$ cat config.mk
export PLATFORM = sky130hd
export DESIGN_NAME = ds3_ais_detector
export DESIGN_NICKNAME = d
export VERILOG_FILES = /design/src/rtl/ais_pkg.sv /design/src/rtl/ais_frame_judge.sv /design/src/rtl/ais_run_counter.sv /design/src/rtl/ds3_ais_detector.sv
export SDC_FILE = /design/constraint.sdc
export NUM_CORES = 1
export LEC_CHECK = 0
export BUFFER_PORTS_ARGS = -buffer_cell sky130_fd_sc_hd__buf_2
export CAP_MARGIN = 20
export CORE_AREA = 5 5 50 52
export DETAILED_ROUTE_END_ITERATION = 8
export DIE_AREA = 0 0 55 57
export GPL_TIMING_DRIVEN = 0
export PLACE_DENSITY = 0.7
export SLEW_MARGIN = 40
export SYNTH_ARGS = -nofsm -noshare
export SYNTH_HDL_FRONTEND = slang
export SYNTH_SLANG_ARGS = --single-unit
$ cat constraint.sdc
create_clock -name clk -period 2.3 [get_ports clk]
set_input_delay 0.23 -clock clk [delete_from_list [all_inputs] [get_ports clk]]
set_output_delay 0.23 -clock clk [all_outputs]
set_load 0.01 [all_outputs]
$ cat src/rtl/ais_pkg.sv
package ais_pkg;

  typedef struct packed {
    logic data;
    logic pay;
    logic cbit;
    logic xbit;
    logic mend;
    logic infr;
  } ais_slot_t;

  typedef enum logic [1:0] {
    VERD_NONE = 2'd0,
    VERD_GOOD = 2'd1,
    VERD_BAD  = 2'd2
  } verdict_e;

endpackage

$ cat src/rtl/ais_frame_judge.sv
module ais_frame_judge
  import ais_pkg::*;
(
  input  logic      clk,
  input  logic      rst,
  input  ais_slot_t slot,
  output verdict_e  verdict
);

  logic seen_q, prev_q, fail_q, oof_q;
  logic seen_d, prev_d, fail_d, oof_d;

  always_comb begin
    seen_d = seen_q;
    prev_d = prev_q;
    fail_d = fail_q;
    oof_d  = oof_q;
    if (!slot.infr) oof_d = 1'b1;
    if (slot.pay) begin
      if (seen_q && (slot.data == prev_q)) fail_d = 1'b1;
      seen_d = 1'b1;
      prev_d = slot.data;
    end
    if (slot.cbit && slot.data)  fail_d = 1'b1;
    if (slot.xbit && !slot.data) fail_d = 1'b1;
    verdict = VERD_NONE;
    if (slot.mend) begin
      if (oof_d)                 verdict = VERD_NONE;
      else if (fail_d || !seen_d) verdict = VERD_BAD;
      else                        verdict = VERD_GOOD;
    end
  end

  always_ff @(posedge clk) begin
    if (rst || slot.mend) begin
      seen_q <= 1'b0;
      prev_q <= 1'b0;
      fail_q <= 1'b0;
      oof_q  <= 1'b0;
    end else begin
      seen_q <= seen_d;
      prev_q <= prev_d;
      fail_q <= fail_d;
      oof_q  <= oof_d;
    end
  end

  AST_C_ONE_FAILS: assert property (@(posedge clk) disable iff (rst)
    (slot.cbit && slot.data && !slot.mend) |=> fail_q);

  AST_X_ZERO_FAILS: assert property (@(posedge clk) disable iff (rst)
    (slot.xbit && !slot.data && !slot.mend) |=> fail_q);

  AST_REPEAT_FAILS: assert property (@(posedge clk) disable iff (rst)
    (slot.pay && seen_q && (slot.data == prev_q) && !slot.mend) |=> fail_q);

  AST_OOF_NO_VERDICT: assert property (@(posedge clk) disable iff (rst)
    (oof_q && slot.mend) |-> (verdict == VERD_NONE));

endmodule

$ cat src/rtl/ais_run_counter.sv
module ais_run_counter #(
  parameter int LIMIT = 63
) (
  input  logic clk,
  input  logic rst,
  input  logic inc,
  input  logic clr,
  output logic hit
);

  localparam int CW = $clog2(LIMIT + 1);
  localparam logic [CW-1:0] TOP  = CW'(LIMIT);
  localparam logic [CW-1:0] LAST = CW'(LIMIT - 1);

  logic [CW-1:0] cnt;

  always_ff @(posedge clk) begin
    if (rst || clr)               cnt <= '0;
    else if (inc && (cnt != TOP)) cnt <= cnt + 1'b1;
  end

  assign hit = inc && !clr && (cnt >= LAST);

  AST_CNT_BOUND: assert property (@(posedge clk) disable iff (rst)
    cnt <= TOP);

  AST_CLR_ZEROES: assert property (@(posedge clk) disable iff (rst)
    clr |=> (cnt == '0));

endmodule

$ cat src/rtl/ds3_ais_detector.sv
module ds3_ais_detector
  import ais_pkg::*;
#(
  parameter int SET_FRAMES = 63,
  parameter int CLR_FRAMES = 63
) (
  input  logic clk,
  input  logic rst,
  input  logic bit_i,
  input  logic pay_stb_i,
  input  logic cbit_stb_i,
  input  logic xbit_stb_i,
  input  logic mframe_end_i,
  input  logic in_frame_i,
  output logic frame_ok_o,
  output logic frame_bad_o,
  output logic ais_o
);

  ais_slot_t slot;
  verdict_e  verdict;
  logic      good, bad, set_hit, clr_hit;

  assign slot = '{data: bit_i, pay: pay_stb_i, cbit: cbit_stb_i,
                  xbit: xbit_stb_i, mend: mframe_end_i, infr: in_frame_i};

  ais_frame_judge u_judge (
    .clk     (clk),
    .rst     (rst),
    .slot    (slot),
    .verdict (verdict)
  );

  assign good = (verdict == VERD_GOOD);
  assign bad  = (verdict == VERD_BAD);

  ais_run_counter #(.LIMIT(SET_FRAMES)) u_good_run (
    .clk (clk), .rst (rst), .inc (good), .clr (bad), .hit (set_hit)
  );

  ais_run_counter #(.LIMIT(CLR_FRAMES)) u_bad_run (
    .clk (clk), .rst (rst), .inc (bad), .clr (good), .hit (clr_hit)
  );

  always_ff @(posedge clk) begin
    if (rst) begin
      frame_ok_o  <= 1'b0;
      frame_bad_o <= 1'b0;
      ais_o       <= 1'b0;
    end else begin
      frame_ok_o  <= good;
      frame_bad_o <= bad;
      if (set_hit)      ais_o <= 1'b1;
      else if (clr_hit) ais_o <= 1'b0;
    end
  end

  AST_VERDICT_EXCL: assert property (@(posedge clk) disable iff (rst)
    !(frame_ok_o && frame_bad_o));

  AST_VERDICT_AFTER_END: assert property (@(posedge clk) disable iff (rst)
    (frame_ok_o || frame_bad_o) |-> $past(mframe_end_i));

  AST_AIS_RISE_ON_GOOD: assert property (@(posedge clk) disable iff (rst)
    $rose(ais_o) |-> frame_ok_o);

  AST_AIS_FALL_ON_BAD: assert property (@(posedge clk) disable iff (rst)
    $fell(ais_o) |-> frame_bad_o);

  AST_AIS_ONLY_AT_END: assert property (@(posedge clk) disable iff (rst)
    !$past(mframe_end_i) |-> $stable(ais_o));

endmodule

# --- Yosys cells after proc, flatten, opt, wreduce, memory -nomap -nowiden ---
# Index checks and enable logic that the tools add are counted.
classes:
  eq_ne: 5
  div_mod_pow: 0
  multipliers: 0
  mux: 11
  n_lt_le_gt_ge: 2
  bitwise: 0
  shift: 0
  n_reduce_logical: 18
  addsub: 2
ops:
  columns: ["cell", "n"]
  rows:
  - ["$add A6 B1 Y6 const B", 2]
  - ["$ge A6 B6 Y1 const B", 2]
  - ["$ne A6 B6 Y1 const B", 2]
  - ["$logic_and A1 B1 Y1", 9]
  - ["$mux W1", 8]
  - ["$mux W2", 3]
  - ["$logic_not A1 Y1", 4]
  - ["$logic_or A1 B1 Y1", 4]
  - ["$eq A2 B1 Y1 const B", 1]
  - ["$eq A2 B2 Y1 const B", 1]
  - ["$reduce_bool A2 Y1", 1]
  - ["$eq A1 B1 Y1", 1]
totals:
  out_inout_bits: 3
  ff_bits: 19
  ramBits: 0
  wordCells: 47
  rom_bits: 0
  input_bits: 8
  n_memories: 0
  latch_bits: 0

# --- Logic depth before layout (Yosys ltp) ---
# Gate-level depths: netlist of the first run.
logic_depth:
  ltp_word: 16
  ltp_mapped: 6
  depth_no_buf: 6

# --- Hierarchy ---
# From an unflattened synthesis of the first run, not the netlist that was laid out.
unflattened:
  hier_cells: 97
  hier_area_um2: 927.1
by_module_without_submodules:
  columns: ["module", "n_inst", "seq_area_each_um2", "cells_per_inst", "area_per_inst_um2"]
  rows:
  - ["ais_run_counter", 2, 120.1, 35, 321.6]
  - ["ais_frame_judge", 1, 80.1, 17, 171.4]
  - ["ds3_ais_detector", 1, 60.1, 10, 112.6]

# --- Least setup slack after synthesis of the first run ---
# No wires, ideal clock.
synth_timing:
  path_kind: "input-to-reg"
  startpoint: "in bit_i"
  endpoint: "reg u_good_run.cnt[3]"
  setup_ps: 70
  path_stages: 5
  slack_ps: 639
  path_buffers: 1
  arrival_ps: 1591
  required_ps: 2230
  cell_sequence: "buf_6 > mux2_4 > a311o_1 > or4_1 > a21oi_1"
synth_via:
  elab_chain_len: 12
  word_cells_on_any_way: 17
  classes_between: "eq/ne (3); mux (7); reduce/logical (7)"
synth_lines:
  columns: ["item", "line", "source"]
  rows:
  - ["from (decl)", "ds3_ais_detector.sv:9", "input logic bit_i,"]
  - ["$eq A1 B1 Y1", "ais_frame_judge.sv:20", "if (seen_q && (slot.data == prev_q)) fail_d = 1'b1;"]
  - ["$logic_and A1 B1 Y1", "ais_frame_judge.sv:20", null]
  - ["$mux W1", "ais_frame_judge.sv:20", null]
  - ["$mux W1", "ais_frame_judge.sv:19", "if (slot.pay) begin"]
  - ["$mux W1", "ais_frame_judge.sv:24", "if (slot.cbit && slot.data) fail_d = 1'b1;"]
  - ["$mux W1 (*)", "ais_frame_judge.sv:25", "if (slot.xbit && !slot.data) fail_d = 1'b1;"]
  - ["$logic_or A1 B1 Y1 (*)", "ais_frame_judge.sv:29", "else if (fail_d || !seen_d) verdict = VERD_BAD;"]
  - ["$mux W2 (*)", "ais_frame_judge.sv:29", null]
  - ["$mux W2 (*)", "ais_frame_judge.sv:28", "if (oof_d) verdict = VERD_NONE;"]
  - ["$mux W2 (*)", "ais_frame_judge.sv:27", "if (slot.mend) begin"]
  - ["$eq A2 B1 Y1 or $eq A2 B2 Y1 (tied branches)", "ds3_ais_detector.sv:34, ds3_ais_detector.sv:35", null]
  - ["$logic_and A1 B1 Y1 or $logic_or A1 B1 Y1 (tied branches)", "ais_run_counter.sv:19, ais_run_counter.sv:18", null]
  - ["to (signal assigned)", "ais_run_counter.sv:19", "else if (inc && (cnt != TOP)) cnt <= cnt + 1'b1;"]
  - ["to (decl)", "ais_run_counter.sv:15", "logic [CW-1:0] cnt;"]
# Mark *: on every way between the ends. The rest lies on a longest branch, timed or not.
# A chain may end at the register's enable or synchronous reset.

# --- Worst setup path in the final report of the first run ---
layout_timing:
  startpoint: "reg u_judge.oof_q"
  endpoint: "reg u_good_run.cnt[3]"
layout_via:
  elab_chain_len: 5
  word_cells_on_any_way: 7
  classes_between: "eq/ne (2); mux (3); reduce/logical (2)"
layout_lines:
  columns: ["item", "line", "source"]
  rows:
  - ["from (decl)", "ais_frame_judge.sv:10", "logic seen_q, prev_q, fail_q, oof_q;"]
  - ["from (signal assigned)", "ais_frame_judge.sv:44", "oof_q <= oof_d;"]
  - ["$mux W1 (*)", "ais_frame_judge.sv:18", "if (!slot.infr) oof_d = 1'b1;"]
  - ["$mux W2 (*)", "ais_frame_judge.sv:28", null]
  - ["$mux W2 (*)", "ais_frame_judge.sv:27", null]
  - ["$eq A2 B1 Y1 or $eq A2 B2 Y1 (tied branches)", "ds3_ais_detector.sv:34, ds3_ais_detector.sv:35", null]
  - ["$logic_and A1 B1 Y1 or $logic_or A1 B1 Y1 (tied branches)", "ais_run_counter.sv:19, ais_run_counter.sv:18", null]
# Marked as above.

==> reports/metrics.cfg, run 1 <==
[outcome]
outcome=finished clean

[routing]
drt-pass1-iter-count=4
wl_microns=2000
drcViolationCount=0
vias=915
wire_per_inst_microns=12.9
drtIter0Drc=30
viasPerCell=5.90
drtAntennaViolNets=0

[yosys]
synth_ff_type=dfxtp_1
synth_edf_count=0
syn_area_per_cell_sq_um=8.65
synth-seq-cells=19
synth_area_leaders=dfxtp_1 (38%), ha_1 (5.0%), a21oi_1 (4.5%)
yosysMostFrequentCell=dfxtp_1
netlist-cell-type-count=40
syn_inst=116
syn-num-nets=128
synthTopCellsByCount=dfxtp_1 (19), a21oi_1 (9), nor3_1 (8), o21ai_0 (8), nand4_1 (6)
ys_warn_count=0
syn_area_sq_um=1000
seq_area_frac_synth_pct=37.9
yosys.area.top_type=dfxtp_1
synthArstFlopShare_pct=0
yosys.area.top_type_share_pct=37.9

[die]
die_w_microns=55
start_util_pct=48.6
die_h_microns=57
ios=11
rows=17
dieArea_sq_um=3140
core_area_sq_um=2060

[setup_path]
crit_fanout=9
crit_chain=and3b_1 -> clkbuf_1 -> o211ai_1 -> or4_1 -> a21oi_1
r2r_setup_slack_ns=0.38
start_kind=register
cp.arrival_ns=2.16
critical_path.slowest_cell=or4_1
cp_top_family=simple AND/OR/NAND/NOR gates
crit_path_end_kind=register
worst-path-buf-inv=1
cp.required_ns=2.54
critPathKind=register to register
slowest_delay_ns=0.56

[timing]
finClkSkew_ns=0.00944
slew_headroom_pct=64.6
fin_tns_setup_ns=0
worstMarginPinSlew_ns=0.529
maxSlewViolCount=0
period_needed_ns=1.92
finalSetupViolations=0
min_period_over_period_pct=83.3
rsz0062_at_grt=no
fmax_mhz=522
worst_slack_ns=0.383
hold_viol=0

[flow_run]
maxCapViolCount=0

[layout]
n_antenna_cell=0
nets=140
nFillCells=195
area_delta_synth_final_pct=9.60
drive_gt1_share_pct=13.4

[clock_network]
cts_tree=yes
clkTransAtPathRegs_ns=0.11
cts_made_buffers=3
root_buffer=clkbuf_4
hold_buffers=0
insertion_delay_ns=0.30
htreeDepth=1
cts_max_path_buffers=2
ctsResizeCount=0
cts_sinks=19
cts_setup_buffers=0

[grt]
grt_pass1_wl_microns=3460
grt_pass1_vias=840
track_usage_pct=14.2
grt_util_met1_pct=19.8
top_usage_layer=met2
antenna_found_initial=0
overflow=0
grt_start_max_net_pins=11
use_met3_pct=2.61
use_met2_pct=21.5

[placement]
port_buffers=7
gp_congestion=0.841
dp_slack_ns=0.401
hpwl_microns=1510

[pwr]
ir_drop_mv=0.318
p_leak_nw=0.377
p_per_area_nw_per_um2=532

[hold_path]
hp-class=input pin to register

-- layer usage --
layer | vias up | wire length [microns]
li1 | 471 | -
met1 | 425 | 923
met3 | 2 | 85
met5 | - | 0
met4 | 0 | 14
met2 | 17 | 973
-- sequential cells by signal, summed over array words and instances, names as in the netlist --
signal          count
ais_o               1
u_bad_run.cnt       6
u_judge.prev_q      1
u_judge.seen_q      1
frame_ok_o          1
u_judge.oof_q       1
u_good_run.cnt      6
frame_bad_o         1
u_judge.fail_q      1
-- through the flow --
| step | hold WS [ns] | instances | util, % | cell area [sq um] | power (mW) |
|---|---|---|---|---|---|
| after floorplan | 0.309 | 116 | - | 1000 | 0.402 |
| after global placement | 0.456 | 151 | 52.0 | 1070 | 0.420 |
| after detailed placement | 0.460 | 151 | 52.0 | 1070 | 0.422 |
| after CTS | 0.160 | 155 | 53.3 | 1100 | 0.588 |
| after global routing | 0.161 | 155 | 53.3 | 1100 | 0.616 |
| final | 0.160 | 155 | 53.3 | 1100 | 0.585 |
-- final cells by class --
class	instances	area, sq um	share of cell area [%]
multi-input cells	86	573	52.1
plain buffers	6	31.3	2.84
well taps	28	35.0	3.19
clock buffers	4	26.3	2.39
repair buffers	7	35.0	3.19
flip-flops and latches	19	380	34.6
inverters	5	18.8	1.71
-- logic make-up (layout without fill, tap and decap cells) --
kind of cell,Yosys count,in the layout,synth area share [%]
simple gates,45,45,26.4
flops,19,19,37.9
buf+inv,11,22,4.99
xor+xnor,2,2,1.75
mux,3,3,3.49
compound gates,32,32,20.4
fa+ha+maj,4,4,4.99
-- layout by cell type (no fill, tap or decap), types with 4 or more instances in the layout --
master    netlist  final
dfxtp_1        19     19
a21oi_1         9      9
nor3_1          8      8
buf_2           1      8
o21ai_0         8      8
nand4_1         6      6
inv_1           5      5
clkbuf_1        4      5
or3_1           4      4
nor4_1          4      4
ha_1            4      4
-- final timing paths --
kind | from | endpoint | depth (start not counted)
max | u_judge.oof_q | u_good_run.cnt[3] | 5
min | mframe_end_i | u_judge.oof_q | 2
max reg2reg | u_judge.oof_q | u_good_run.cnt[3] | 5
min reg2reg | ais_o | ais_o | 2
-- where the power goes --
part	switching, mW	internal (mW)
logic	0.0452	0.0283
registers	0.00640	0.335
clock network	0.102	0.0674
total	0.154	0.431
Power figures use the tool's default switching activity.
==> run 2: changes to the inputs <==
==> constraint.sdc (replaced) <==
create_clock -name clk -period 1.8 [get_ports clk]
set_input_delay 0.18 -clock clk [delete_from_list [all_inputs] [get_ports clk]]
set_output_delay 0.18 -clock clk [all_outputs]
set_load 0.01 [all_outputs]
==> reports/metrics.cfg, run 2 (synthesis gave the netlist of run 1 again) <==
[outcome]
outcome=finished clean

[placement]
hpwl_microns=1510
port_buffers=7
gp_congestion=0.841

[routing]
wire_per_inst_microns=12.9
viasPerCell=5.92
drtAntennaViolNets=0
drcViolationCount=0
vias=923
wl_microns=2020
drtIter0Drc=28
drt-pass1-iter-count=4

[layout]
area_delta_synth_final_pct=11.0
n_antenna_cell=0
fin_util_pct=54.0
nFillCells=192
most-common-layout-cells=dfxtp_1 (18), a21oi_1 (9), nor3_1 (8), buf_2 (8), o21ai_0 (8)
layout_commonest_cell=dfxtp_1
drive_gt1_share_pct=16.4
nets=141
layout_top_registers=u_bad_run.cnt (6), u_good_run.cnt (6)

[die]
rows=17
dieArea_sq_um=3140
start_util_pct=48.6
die_w_microns=55
die_h_microns=57
ios=11
core_area_sq_um=2060

[setup_path]
start_kind=register
cp.required_ns=2.03
crit_fanout=10
reg2regPathDepth=5
crit_path_end_kind=register
r2r-start=u_judge.prev_q
critPathKind=register to register
cp.arrival_ns=1.91
r2r_setup_slack_ns=0.12
reg2reg_to=u_bad_run.cnt[3]

[timing]
rsz0062_at_grt=no
min_period_over_period_pct=93.5
period_needed_ns=1.68
worstMarginPinSlew_ns=0.488
finClkSkew_ns=0.00910
slew_headroom_pct=67.1
finalSetupViolations=0
fmax_mhz=594
hold_viol=0
maxSlewViolCount=0

[clock_network]
cts_made_buffers=3
cts_sinks=19
root_buffer=clkbuf_4
cts_tree=yes
clkTransAtPathRegs_ns=0.11
insertion_delay_ns=0.29
htreeDepth=1
cts_max_path_buffers=2

[hold_path]
holdPathStages=2
holdPathEnd=u_judge.seen_q
hp-class=input pin to register
min-delay-start=mframe_end_i

[grt]
grt_pass1_vias=838
grt_start_max_net_pins=11
track_usage_pct=14.2
antenna_found_initial=0
grt_pass1_wl_microns=3460
overflow=0

[flow_run]
maxCapViolCount=0

[pwr]
p_per_area_nw_per_um2=672
p_leak_nw=0.384
ir_drop_mv=0.410
power.total_uw=748

run 2: cell count changes in the layout (fill, tap and decap cells not counted):
cell,change
buf_4,+2
dfxtp_2,+1
and3b_1,-1
clkbuf_1,-1
and3b_2,+1
dfxtp_1,-1
run 2: timing repair:
action | 4_1_cts | 5_1_grt
gates cloned | 0 | 0
pin swaps | 0 | 1
hold buffers | 0 | 0
buffers inserted | 0 | 2
setup endpoints to repair | 3 | 3
resized for setup | 0 | 2
run 2: cell type report:
cell class / count / area (sq um) / share of cell area [%]
timing repair buffer: 9 / 50.0 / 4.49
sequential: 19 / 382 / 34.3
inverter: 5 / 18.8 / 1.69
tap: 28 / 35.0 / 3.15
clock buffer: 4 / 26.3 / 2.36
buffer: 5 / 27.5 / 2.47
multi-input combinational: 86 / 574 / 51.6
run 2: worst max-delay path, cell delays in order (launching register included):
cell,delay (ns)
dfxtp_1,0.36
xor2_1,0.18
o211a_1,0.21
clkbuf_1,0.20
or4_1,0.53
a21oi_1,0.14
run 2: worst max-delay path by stage:
stage / startpoint / to / cells past startpoint
3_5_place_dp: u_judge.oof_q / u_good_run.cnt[3] / 5
3_3_place_gp: u_judge.oof_q / u_good_run.cnt[5] / 5
5_1_grt: u_judge.prev_q / u_bad_run.cnt[3] / 5
2_1_floorplan: u_judge.oof_q / u_good_run.cnt[3] / 5
6_report: u_judge.prev_q / u_bad_run.cnt[3] / 5
4_1_cts: u_judge.oof_q / u_good_run.cnt[3] / 4
run 2: power by group:
| group | internal, mW | switching (mW) | total [mW] | leakage [nW] |
|---|---|---|---|---|
| Clock | 0.0861 | 0.129 | 0.215 | 0.0150 |
| Combinational | 0.0384 | 0.0578 | 0.0962 | 0.215 |
| Sequential | 0.429 | 0.00819 | 0.437 | 0.154 |
run 2: routing by layer:
metal,wire length (microns),global-route usage [%]
met1,929,19.8
met2,991,21.5
met3,84,2.61
met4,14,5.56
met5,0,0
run 2: stage by stage:
step	std cells	instance area, sq um	hold WS (ns)	setup TNS (ns)	setup WS, ns
3_3_place_gp	151	1070	0.422	-0.0301	-0.0215
2_1_floorplan	116	1000	0.259	0	0.183
4_1_cts	154	1100	0.110	0	0.0191
5_1_grt	156	1110	0.111	0	0.0200
3_5_place_dp	151	1070	0.432	-0.122	-0.0709
6_report	156	1110	0.107	0	0.118
